<file path="config.mk">
export PLATFORM = sky130hd
export DESIGN_NAME = irq_wake_ctrl
export DESIGN_NICKNAME = d
export VERILOG_FILES = /design/src/rtl/irq_wake_ctrl.sv
export SDC_FILE = /design/constraint.sdc
export NUM_CORES = 1
export LEC_CHECK = 0
export BUFFER_PORTS_ARGS = -buffer_cell sky130_fd_sc_hd__buf_2
export CAP_MARGIN = 20
export CORE_UTILIZATION = 52
export CTS_CLUSTER_DIAMETER = 100
export CTS_CLUSTER_SIZE = 40
export DETAILED_ROUTE_END_ITERATION = 7
export HOLD_SLACK_MARGIN = 0.05
export PLACE_DENSITY = 0.82
export SLEW_MARGIN = 30
export SYNTH_ARGS = -nofsm -noshare
export SYNTH_HDL_FRONTEND = slang
export SYNTH_SLANG_ARGS = --single-unit
</file>
<file path="constraint.sdc">
create_clock -name clk -period 2 [get_ports clk]
set_input_delay 0.4 -clock clk [delete_from_list [all_inputs] [get_ports clk]]
set_output_delay 0.4 -clock clk [all_outputs]
set_load 0.02 [all_outputs]
</file>
<file path="src/rtl/irq_wake_ctrl.sv">
module irq_wake_ctrl #(
  parameter int N_EXT = 4,
  parameter int N_INT = 4,
  parameter int N_OVR = 4,
  localparam int NMAIN = N_EXT + N_INT,
  localparam int NSRC = NMAIN + 1,
  localparam int VW = $clog2(NSRC + 3)
) (
  input  logic             clk,
  input  logic             rst_n,
  input  logic             ph2,
  input  logic [1:0]       pm,
  input  logic [N_EXT-1:0] ext_pin,
  input  logic [N_EXT-1:0] ext_sfi,
  input  logic             nmi_pin,
  input  logic [N_INT-1:0] int_req,
  input  logic [N_OVR-1:0] ovr_req,
  input  logic             trap_req,
  input  logic             badop_req,
  input  logic             wr_en,
  input  logic [1:0]       wr_addr,
  input  logic [NSRC-1:0]  wr_data,
  input  logic [1:0]       rd_addr,
  output logic [NSRC-1:0]  rd_data,
  input  logic             ack,
  output logic             irq,
  output logic [VW-1:0]    irq_vec,
  output logic             resume,
  output logic             service,
  output logic             cont
);
  localparam logic [VW-1:0] V_TRAP  = VW'(NSRC);
  localparam logic [VW-1:0] V_BADOP = VW'(NSRC + 1);
  localparam logic [VW-1:0] V_NMI   = VW'(NSRC + 2);

  logic [N_EXT:0] sync1, sync2, smp;
  logic [NMAIN-1:0] pend, ack_clr;
  logic [NSRC-1:0]  mask;
  logic [N_OVR-1:0] ovr_pend, ovr_mask;
  logic nmi_p, trap_p, bad_p;
  logic sel_hit;
  logic [VW-1:0] sel_idx;

  wire lowpwr = pm[1];
  wire upd = ph2 | lowpwr;
  wire [N_EXT:0] pin_rise = upd ? (sync2 & ~smp) : '0;
  wire [NMAIN-1:0] hw_set = {int_req, pin_rise[N_EXT-1:0]};
  wire ovr_any = |(ovr_pend & ovr_mask);
  wire [NSRC-1:0] req = {ovr_any, pend} & mask;
  wire exc_any = nmi_p | bad_p | trap_p;
  wire ack_main = ack & ~exc_any & sel_hit;

  wire wr_mask = wr_en && wr_addr == 2'd0;
  wire wr_pend = wr_en && wr_addr == 2'd1;
  wire wr_omsk = wr_en && wr_addr == 2'd2;
  wire wr_opnd = wr_en && wr_addr == 2'd3;

  always_ff @(posedge clk or negedge rst_n)
    if (!rst_n) begin
      sync1 <= '0;
      sync2 <= '0;
      smp   <= '0;
    end else begin
      sync1 <= {nmi_pin, ext_pin};
      sync2 <= sync1;
      if (upd) smp <= sync2;
    end

  always_comb begin
    sel_hit = 1'b0;
    sel_idx = '0;
    for (int i = 0; i < NSRC; i++)
      if (req[i]) begin
        sel_hit = 1'b1;
        sel_idx = VW'(i);
      end
    for (int i = 0; i < NMAIN; i++)
      ack_clr[i] = ack_main && sel_idx == VW'(i);
  end

  always_ff @(posedge clk or negedge rst_n)
    if (!rst_n) begin
      pend     <= '0;
      mask     <= '0;
      ovr_pend <= '0;
      ovr_mask <= '0;
      nmi_p    <= 1'b0;
      trap_p   <= 1'b0;
      bad_p    <= 1'b0;
    end else begin
      pend     <= (wr_pend ? wr_data[NMAIN-1:0] : (pend & ~ack_clr)) | hw_set;
      if (wr_mask) mask <= wr_data;
      if (wr_omsk) ovr_mask <= wr_data[N_OVR-1:0];
      ovr_pend <= (wr_opnd ? wr_data[N_OVR-1:0] : ovr_pend) | ovr_req;
      nmi_p    <= pin_rise[N_EXT] | (nmi_p & ~ack);
      bad_p    <= badop_req | (bad_p & ~(ack & ~nmi_p));
      trap_p   <= trap_req | (trap_p & ~(ack & ~nmi_p & ~bad_p));
    end

  always_comb begin
    if (nmi_p)       irq_vec = V_NMI;
    else if (bad_p)  irq_vec = V_BADOP;
    else if (trap_p) irq_vec = V_TRAP;
    else             irq_vec = sel_idx;
  end

  assign irq = exc_any | sel_hit;

  always_comb
    case (rd_addr)
      2'd0:    rd_data = mask;
      2'd1:    rd_data = {ovr_any, pend};
      2'd2:    rd_data = NSRC'(ovr_mask);
      default: rd_data = NSRC'(ovr_pend);
    endcase

  always_comb
    case (pm)
      2'd0:    resume = 1'b0;
      2'd1:    resume = irq;
      default: resume = |(smp[N_EXT-1:0] & ext_sfi);
    endcase

  assign service = resume & irq;
  assign cont    = resume & ~irq;
endmodule

</file>
Yosys cells after proc, flatten, opt, wreduce, memory -nomap -nowiden
Cells that the tools add are included.
{"block": "word_totals", "reg_bits": 43, "inputBits": 39, "out_inout_bits": 17, "word_cells": 98}
{"block": "op_classes", "n_eq_ne": 13, "mux": 25, "bitwise": 32, "reduce_logical": 18}
{"operator": "two-way mux 4 bit", "n": 11}
{"operator": "one-hot mux 9 bit (3 select lines)", "n": 1}
{"operator": "equality test 4 x 3 -> 1 bit, second input constant", "n": 4}
{"operator": "logical AND 1 bit", "n": 12}
{"operator": "two-way mux 1 bit", "n": 10}
{"operator": "bitwise AND 1 bit", "n": 9}
{"operator": "bitwise AND 9 bit", "n": 1}
{"operator": "bitwise AND 4 bit", "n": 2}
{"operator": "bitwise AND 8 bit", "n": 1}
{"operator": "equality test 4 x 2 -> 1 bit, second input constant", "n": 2}
{"operator": "two-way mux 8 bit", "n": 1}
{"operator": "inverter 8 bit", "n": 1}
{"operator": "OR 8 bit", "n": 1}
{"operator": "OR reduction 4 bit", "n": 2}
{"operator": "inverter 1 bit", "n": 7}
{"operator": "OR 1 bit", "n": 7}
{"operator": "equality test 2 x 1 -> 1 bit, second input constant", "n": 3}
{"operator": "equality test 2 bit, second input constant", "n": 3}
{"operator": "logical NOT 2 bit", "n": 3}
{"operator": "bitwise AND 5 bit", "n": 1}
{"operator": "two-way mux 5 bit", "n": 1}
{"operator": "inverter 5 bit", "n": 1}
{"operator": "equality test 4 x 1 -> 1 bit, second input constant", "n": 1}
{"operator": "logical NOT 4 bit", "n": 1}
{"operator": "other kinds (2)", "n": 2}

Longest topological paths before layout
Gate-level depths: netlist of the first run.
{"block": "depth", "depth_word": 18, "depth_mapped": 6, "depth_no_buf": 6}

Worst setup path after synthesis of the first run
OpenSTA, ideal clock, no wires.
{"block": "synth_path", "path_type": "flip-flop to output port", "startpoint": "register ovr_pend[0]", "endpoint": "output port cont", "arrival_ps": 1787, "t_required_ps": 1600, "slack_ps": -187, "path_stages_with_launch": 7, "path_buffers": 0, "path_cell_list": "dfrtp_1 > a22o_2 > o21ai_4 > nand3b_1 > nor2_1 > inv_1 > nor2_1"}
{"block": "synth_via", "elab_chain_len": 7, "word_cells_on_any_way": 8, "cone_classes": "mux: 2; bitwise: 5; reduce/logical: 1"}
{"item": "start, declared", "line_no": "39", "text": "logic [N_OVR-1:0] ovr_pend, ovr_mask;"}
{"item": "start signal, assigned", "line_no": "94", "text": "ovr_pend <= (wr_opnd ? wr_data[N_OVR-1:0] : ovr_pend) | ovr_req;"}
{"item": "bitwise AND 4 bit (*)", "line_no": "48", "text": "wire ovr_any = |(ovr_pend & ovr_mask);"}
{"item": "OR reduction 4 bit (*)", "line_no": "48"}
{"item": "bitwise AND 9 bit (*)", "line_no": "49", "text": "wire [NSRC-1:0] req = {ovr_any, pend} & mask;"}
{"item": "two-way mux 1 bit (*)", "line_no": "73", "text": "if (req[i]) begin"}
{"item": "OR 1 bit (*)", "line_no": "107", "text": "assign irq = exc_any | sel_hit;"}
{"item": "net irq", "line_no": "26", "text": "output logic irq,"}
{"item": "one-hot mux 1 bit (2 select lines) or inverter 1 bit (tied branches)", "line_no": "118, 125"}
{"item": "bitwise AND 1 bit (*)", "line_no": "125", "text": "assign cont = resume & ~irq;"}
{"item": "end, declared", "line_no": "30", "text": "output logic cont"}
Mark *: on every way through the listed nets, which the timed path passes. The rest lies on a longest branch.

Final worst setup path of the first run
{"block": "layout_path", "startpoint": "register ovr_pend[1]", "endpoint": "output port cont"}
{"block": "layout_via", "elab_chain_len": 7, "word_cells_on_any_way": 8, "cone_classes": "mux: 2; bitwise: 5; reduce/logical: 1"}
{"item": "bitwise AND 4 bit (*)", "line_no": "48"}
{"item": "OR reduction 4 bit (*)", "line_no": "48"}
{"item": "bitwise AND 9 bit (*)", "line_no": "49"}
{"item": "two-way mux 1 bit (*)", "line_no": "73"}
{"item": "OR 1 bit (*)", "line_no": "107"}
{"item": "one-hot mux 1 bit (2 select lines) or inverter 1 bit (tied branches)", "line_no": "118, 125"}
{"item": "bitwise AND 1 bit (*)", "line_no": "125"}
Every way passes the cells marked *; elsewhere a longest branch is shown, timed or not.

==> reports/results.ini, run 1 <==
[run_status]
status = complete, but fails checks
violations = negative setup slack

[critical_path]
path_cells = a22o_1, o21ai_4, nand3b_1, nor2_4, inv_2, nor2_4, buf_6
crit_arrival_ps = 1780
max_stage_delay_ps = 390
worst-path-buf-inv = 2
start_kind = flop
crit_family = compound AO/OA/AOI/OAI gates
crit_path_frequent_cell = nor2_4
crit_path_top_delay_cell = dfrtp_1
crit_type = flop to primary output
cp_max_fo = 3
cp.required_ps = 1600
crit_path_end_kind = primary output

[route]
vias_per_cell = 5.63
drc = 0
dr.pass1.iters = 4
routed-via-count = 1717
drt_iter0_markers = 57
wl_per_cell_um = 16.0
postRouteAntennaNets = 0
drt-total-wl_um = 4900

[yosys]
synth_edf_count = 0
yosys-top-cells-count = 43 x dfrtp_1, 17 x mux2_2, 17 x nor2_1
synth_compound_area_share_pct = 16.3
yosys.area.top_type = dfrtp_1
synth_top_family_by_area = compound AO/OA/AOI/OAI gates
synth_mux_area_share_pct = 15.6
ys_warn_count = 0
synth_ff_type = dfrtp_1
synthAdderAreaFrac_pct = 0
synth_cell_types = 37
avgSynthCellArea_um2 = 11.6
ys_seq_area_share_pct = 52.1
synth_top_area_share_pct = 52.1
mappedNetlistArea_um2 = 2060
syn_inst = 178
synth_nets = 217
synthArstFlopShare_pct = 100
synth.area.top_cells = dfrtp_1 52%, mux2_2 9.3%, mux4_2 4.4%
synth_xor_area_share_pct = 0
synth_most_common_cell = dfrtp_1
synth-simple-area-share_pct = 13.4
synth_seq_cells = 43

[sta]
grt_setup_unrepaired = true
setup_violations = 7
hold-worst-slack_ps = 50.4
clock.fmax_mhz = 459
slew_headroom_pct = 58.9
fin_crit_sh_pct = 109
tightest_slew_ps = 614
worst_clock_skew_ps = 7.79
slew_violations = 0
setup_slack_ps = -181
period_needed_ps = 2180
finalHoldViolations = 0

[clock_tree]
insertion_delay_ps = 300
h-tree-depth = 2
cts_tree = yes
path_clk_slew_ps = 80
cts_sinks = 43
cts_buffers = 5
cts_buffer_depth = 2
root_buffer = clkbuf_8

[power]
p_sw_uw = 688
total_power_mw = 2.38
p_sw_share_pct = 28.9
pwr-share-clk_pct = 29.3
p_comb_share_pct = 26.4
p_leak_nw = 1.24
peakVddDrop_mv = 0.682
intPower_mw = 1.69
pwr-share-seq_pct = 44.3
powerDensity_nw_per_um2 = 869

[global_routing]
grt_overflow = 0
grtUsageTotal_pct = 25.1
antenna_found_initial = 0
grt_pass1_vias = 1662
grt_pass1_wl_um = 7800
grt_max_degree = 23

[die]
core_um2 = 3740
dieWidth_um = 65.0
dieArea_um2 = 4230
initial_core_util_pct = 55.1
die_y_um = 65.0
io_pins = 56
rows = 22

[final_layout]
nNetsFinal = 295
final_util_pct = 73.2
antenna_cells = 0
nFillCells = 265
area_growth_pct = 32.7
drive_gt1_share_pct = 48.2

[placed_design]
pre_cts_ws_ps = 103
gp_congestion = 0.830
portBuffers = 55
dp_hpwl_um = 3370

[worst_hold_path]
worstHoldPathType = input pin to asynchronous set/reset pin

[job]
drv_cap = 0

[metrics by stage]
step,std cells,TNS (ps),cell area [um^2]
floorplan,178,0,2070
global placement,283,0,2440
detailed placement,283,0,2440
CTS,297,-792,2620
global route,305,-1340,2740
finish,305,-881,2740
[power groups by stage]
stage | sequential, mW | clock (mW) | combinational [mW]
final | 1.05 | 0.697 | 0.629
after global routing | 1.07 | 0.752 | 0.682
after floorplan | 1.04 | 0 | 0.349
after CTS | 1.05 | 0.709 | 0.539
after detailed placement | 1.07 | 0 | 0.505
after global placement | 1.06 | 0 | 0.497
[area by class of cell]
class / count / area (um^2) / area share, %
Sequential cell: 43 / 1080 / 39.3
Inverter: 8 / 30.0 / 1.10
Timing Repair Buffer: 76 / 460 / 16.8
Clock buffer: 6 / 82.6 / 3.02
Multi-Input combinational cell: 122 / 995 / 36.3
Clock inverter: 2 / 35.0 / 1.28
Tap cell: 48 / 60.1 / 2.19
[path summary, 6_finish.rpt]
check                                 start  slack [ps]          end  cells past startpoint
min in group clk                    nmi_pin         210     sync1[4]                      1
worst max register to register  ovr_pend[1]         270      pend[4]                      6
max in group asynchronous             rst_n        1410     sync1[1]                      2
worst max-delay path            ovr_pend[1]        -180         cont                      7
worst min-delay path                  rst_n          50  ovr_pend[1]                      1
worst min register to register     sync1[4]         340     sync2[4]                      0
[metal layers]
| metal | vias to the layer above | wire [um] | track usage [%] |
|---|---|---|---|
| met3 | 12 | 192 | 6.69 |
| met2 | 43 | 2500 | 39.7 |
| met1 | 846 | 2100 | 31.8 |
| met5 | - | 0 | 0 |
| li1 | 816 | - | - |
| met4 | 0 | 110 | 12.8 |
[placed cells by master, fill, tap and decap left out, types with 2 or more instances in the layout]
master and n:
a32o_2 2, nand3_1 6, nand3b_1 3, mux2i_1 4, nand2b_1 3, mux4_2 4
nand2_1 13, clkbuf_8 6, buf_6 4, inv_1 7, nor2_1 14, a22o_4 2
a21oi_1 8, nor2_4 4, a211o_1 6, mux2_2 17, dfrtp_1 43, buf_4 22
buf_2 50, o21ai_0 4, a22o_1 4, nor3b_1 5, o211ai_1 4, a21oi_2 2
[logic make-up (layout without fill, tap and decap cells)]
| group | Yosys count | after routing |
|---|---|---|
| AOI/OAI and AO/OA | 43 | 43 |
| buffers and inverters | 13 | 92 |
| DFF | 43 | 43 |
| muxes | 25 | 25 |
| and+or+nand+nor | 54 | 54 |
[sequential cells by signal, indices dropped and copies added, names as in the netlist]
signal and cells:
sync2 5, mask 9, pend 8, nmi_p 1, trap_p 1, smp 5, ovr_pend 4, sync1 5
ovr_mask 4, bad_p 1
[what timing repair did]
| action | 4_1_cts | 5_1_grt |
|---|---|---|
| endpoints found under the setup margin | 7 | 7 |
| buffers inserted | 6 | 8 |
| resized for setup | 6 | 16 |
| hold buffers | 0 | 0 |
| pin swaps | 8 | 9 |
No activity file was read; power rests on OpenSTA's default activity.
==> inputs of run 2 (changes only) <==
- BUFFER_PORTS_ARGS: -buffer_cell sky130_fd_sc_hd__buf_2 -> -buffer_cell sky130_fd_sc_hd__buf_4
==> run 2 against run 1 <==
The run still ends with negative setup slack left; hold slack better by 14 ps; sequential power hardly changed; global-route usage up 1.2 points; non-clock buffer count shrank 5; combinational power rose by 3.5%; sequential cell count stayed put; critical path type unchanged.
==> reports/results.ini, run 2 (synthesis gave the netlist of run 1 again) <==
[final_layout]
layoutNonFillerInstCount = 300
regMostFlops = mask
drive_gt1_share_pct = 47.2
final_common_cell = buf_4
most-common-layout-cells = 67 x buf_4, 42 x dfrtp_1, 17 x mux2_2
largestRegisters = mask: 9 flops, pend: 8 flops
nNetsFinal = 290
antenna_cells = 0
area_growth_pct = 35.4
largest_reg_flops = 9

[clock_tree]
h-tree-depth = 2
insertion_delay_ps = 300
cts_buffers = 5
cts_buffer_depth = 2
cts_tree = yes
root_buffer = clkbuf_8
path_clk_slew_ps = 80
ctsHoldBuffers = 0
cts_sinks = 43

[global_routing]
grt_overflow = 0
use_met2_pct = 43.0
grt_pass1_vias = 1727
grtUsageTotal_pct = 26.3
grt_max_degree = 44
antenna_found_initial = 0
grt_pass1_wl_um = 8140
met3_usage_pct = 5.11
busiest_layer = met2
met1_usage_pct = 33.6

[sta]
worst_clock_skew_ps = 6.11
setup_violations = 8
grt_setup_unrepaired = true
tightest_slew_ps = 640
finalHoldViolations = 0
clock.fmax_mhz = 471
setup_slack_ps = -125
slew_violations = 0
period_needed_ps = 2120
slew_headroom_pct = 57.2
fin_crit_sh_pct = 106
hold-worst-slack_ps = 64.0
tns_ps = -727

[critical_path]
r2r_slack_ps = 250
cp.required_ps = 1600
crit_path_top_delay_cell = dfrtp_1
crit_path_end_kind = primary output
start_kind = flop
path_cells = a22o_2, o21ai_4, nand3b_1, nor2_2, inv_2, nor2_4, buf_6
max_stage_delay_ps = 400
cp_max_fo = 3
crit_arrival_ps = 1720
crit_type = flop to primary output

[die]
rows = 22
io_pins = 56
die_y_um = 65.0
core_um2 = 3740
dieWidth_um = 65.0
dieArea_um2 = 4230
initial_core_util_pct = 55.1

[placed_design]
pre_cts_ws_ps = 167
dp.cells = 281
dp_hpwl_um = 3370
gp_congestion = 0.848
portBuffers = 55

[route]
vias_per_cell = 5.59
routed-via-count = 1678
drt-total-wl_um = 4870
postRouteAntennaNets = 0
dr.pass1.iters = 4
drt_iter0_markers = 77
wl_per_cell_um = 16.2
drc = 0

[power]
powerDensity_nw_per_um2 = 804
peakVddDrop_mv = 0.591
p_leak_nw = 1.24

[worst_hold_path]
worstHoldPathType = input pin to asynchronous set/reset pin

[job]
drv_cap = 0

[run_status]
status = complete, but fails checks
violations = negative setup slack

run 2: cell count changes in the layout (fill, tap and decap cells not counted), sizes merged:
| cell | before | now |
|---|---|---|
| bufinv | 1 | 0 |
| clkinvlp | 0 | 1 |
| buf | 76 | 71 |
run 2: area by class of cell:
type	instances	area, um^2
inverters	8	30.0
repair buffers	71	548
clock buffers	6	72.6
flip-flops and latches	43	1080
well taps	48	60.1
multi-input cells	122	995
clock inverters	2	12.5
fillers	271	948
run 2: final timing paths:
| check | startpoint | to | cells past startpoint |
|---|---|---|---|
| max | ovr_mask[0] | cont | 7 |
| min | rst_n | ovr_pend[1] | 1 |
| max reg2reg | ovr_mask[0] | pend[4] | 6 |
| min reg2reg | sync1[2] | sync2[2] | 0 |
| max in group asynchronous | rst_n | pend[7] | 1 |
| min in group clk | nmi_pin | sync1[4] | 1 |
run 2: report_power, final:
part / total [mW] / switching [mW] / internal [mW]
sequential: 1.05 / 0.0907 / 0.963
combinational: 0.651 / 0.300 / 0.351
clock: 0.543 / 0.299 / 0.244
run 2: critical path, delay by kind of cell (launching register included):
family,cells,cell delay [ps]
AOI/OAI and AO/OA,2,460
DFF,1,400
and+or+nand+nor,3,390
buffers and inverters,2,180
run 2: metrics by stage:
step                util (%)  area, um^2  power (mW)
CTS                     72.5        2710        2.19
global placement        68.4        2560        1.60
detailed placement      68.4        2560        1.62
global route            74.7        2800        2.35
floorplan                  -        2070        1.39
finish                  74.7        2800        2.25
run 2: per-layer routing:
layer / vias to the layer above / part of all wire, %
met5: - / 0
met3: 10 / 4.8
met1: 817 / 42
met2: 50 / 51
met4: 0 / 1.7
li1: 801 / -
run 2: what timing repair did:
item	CTS	global route
endpoints found under the setup margin	7	9
resized for setup	4	14
setup buffers	8	3
pin swaps	4	1
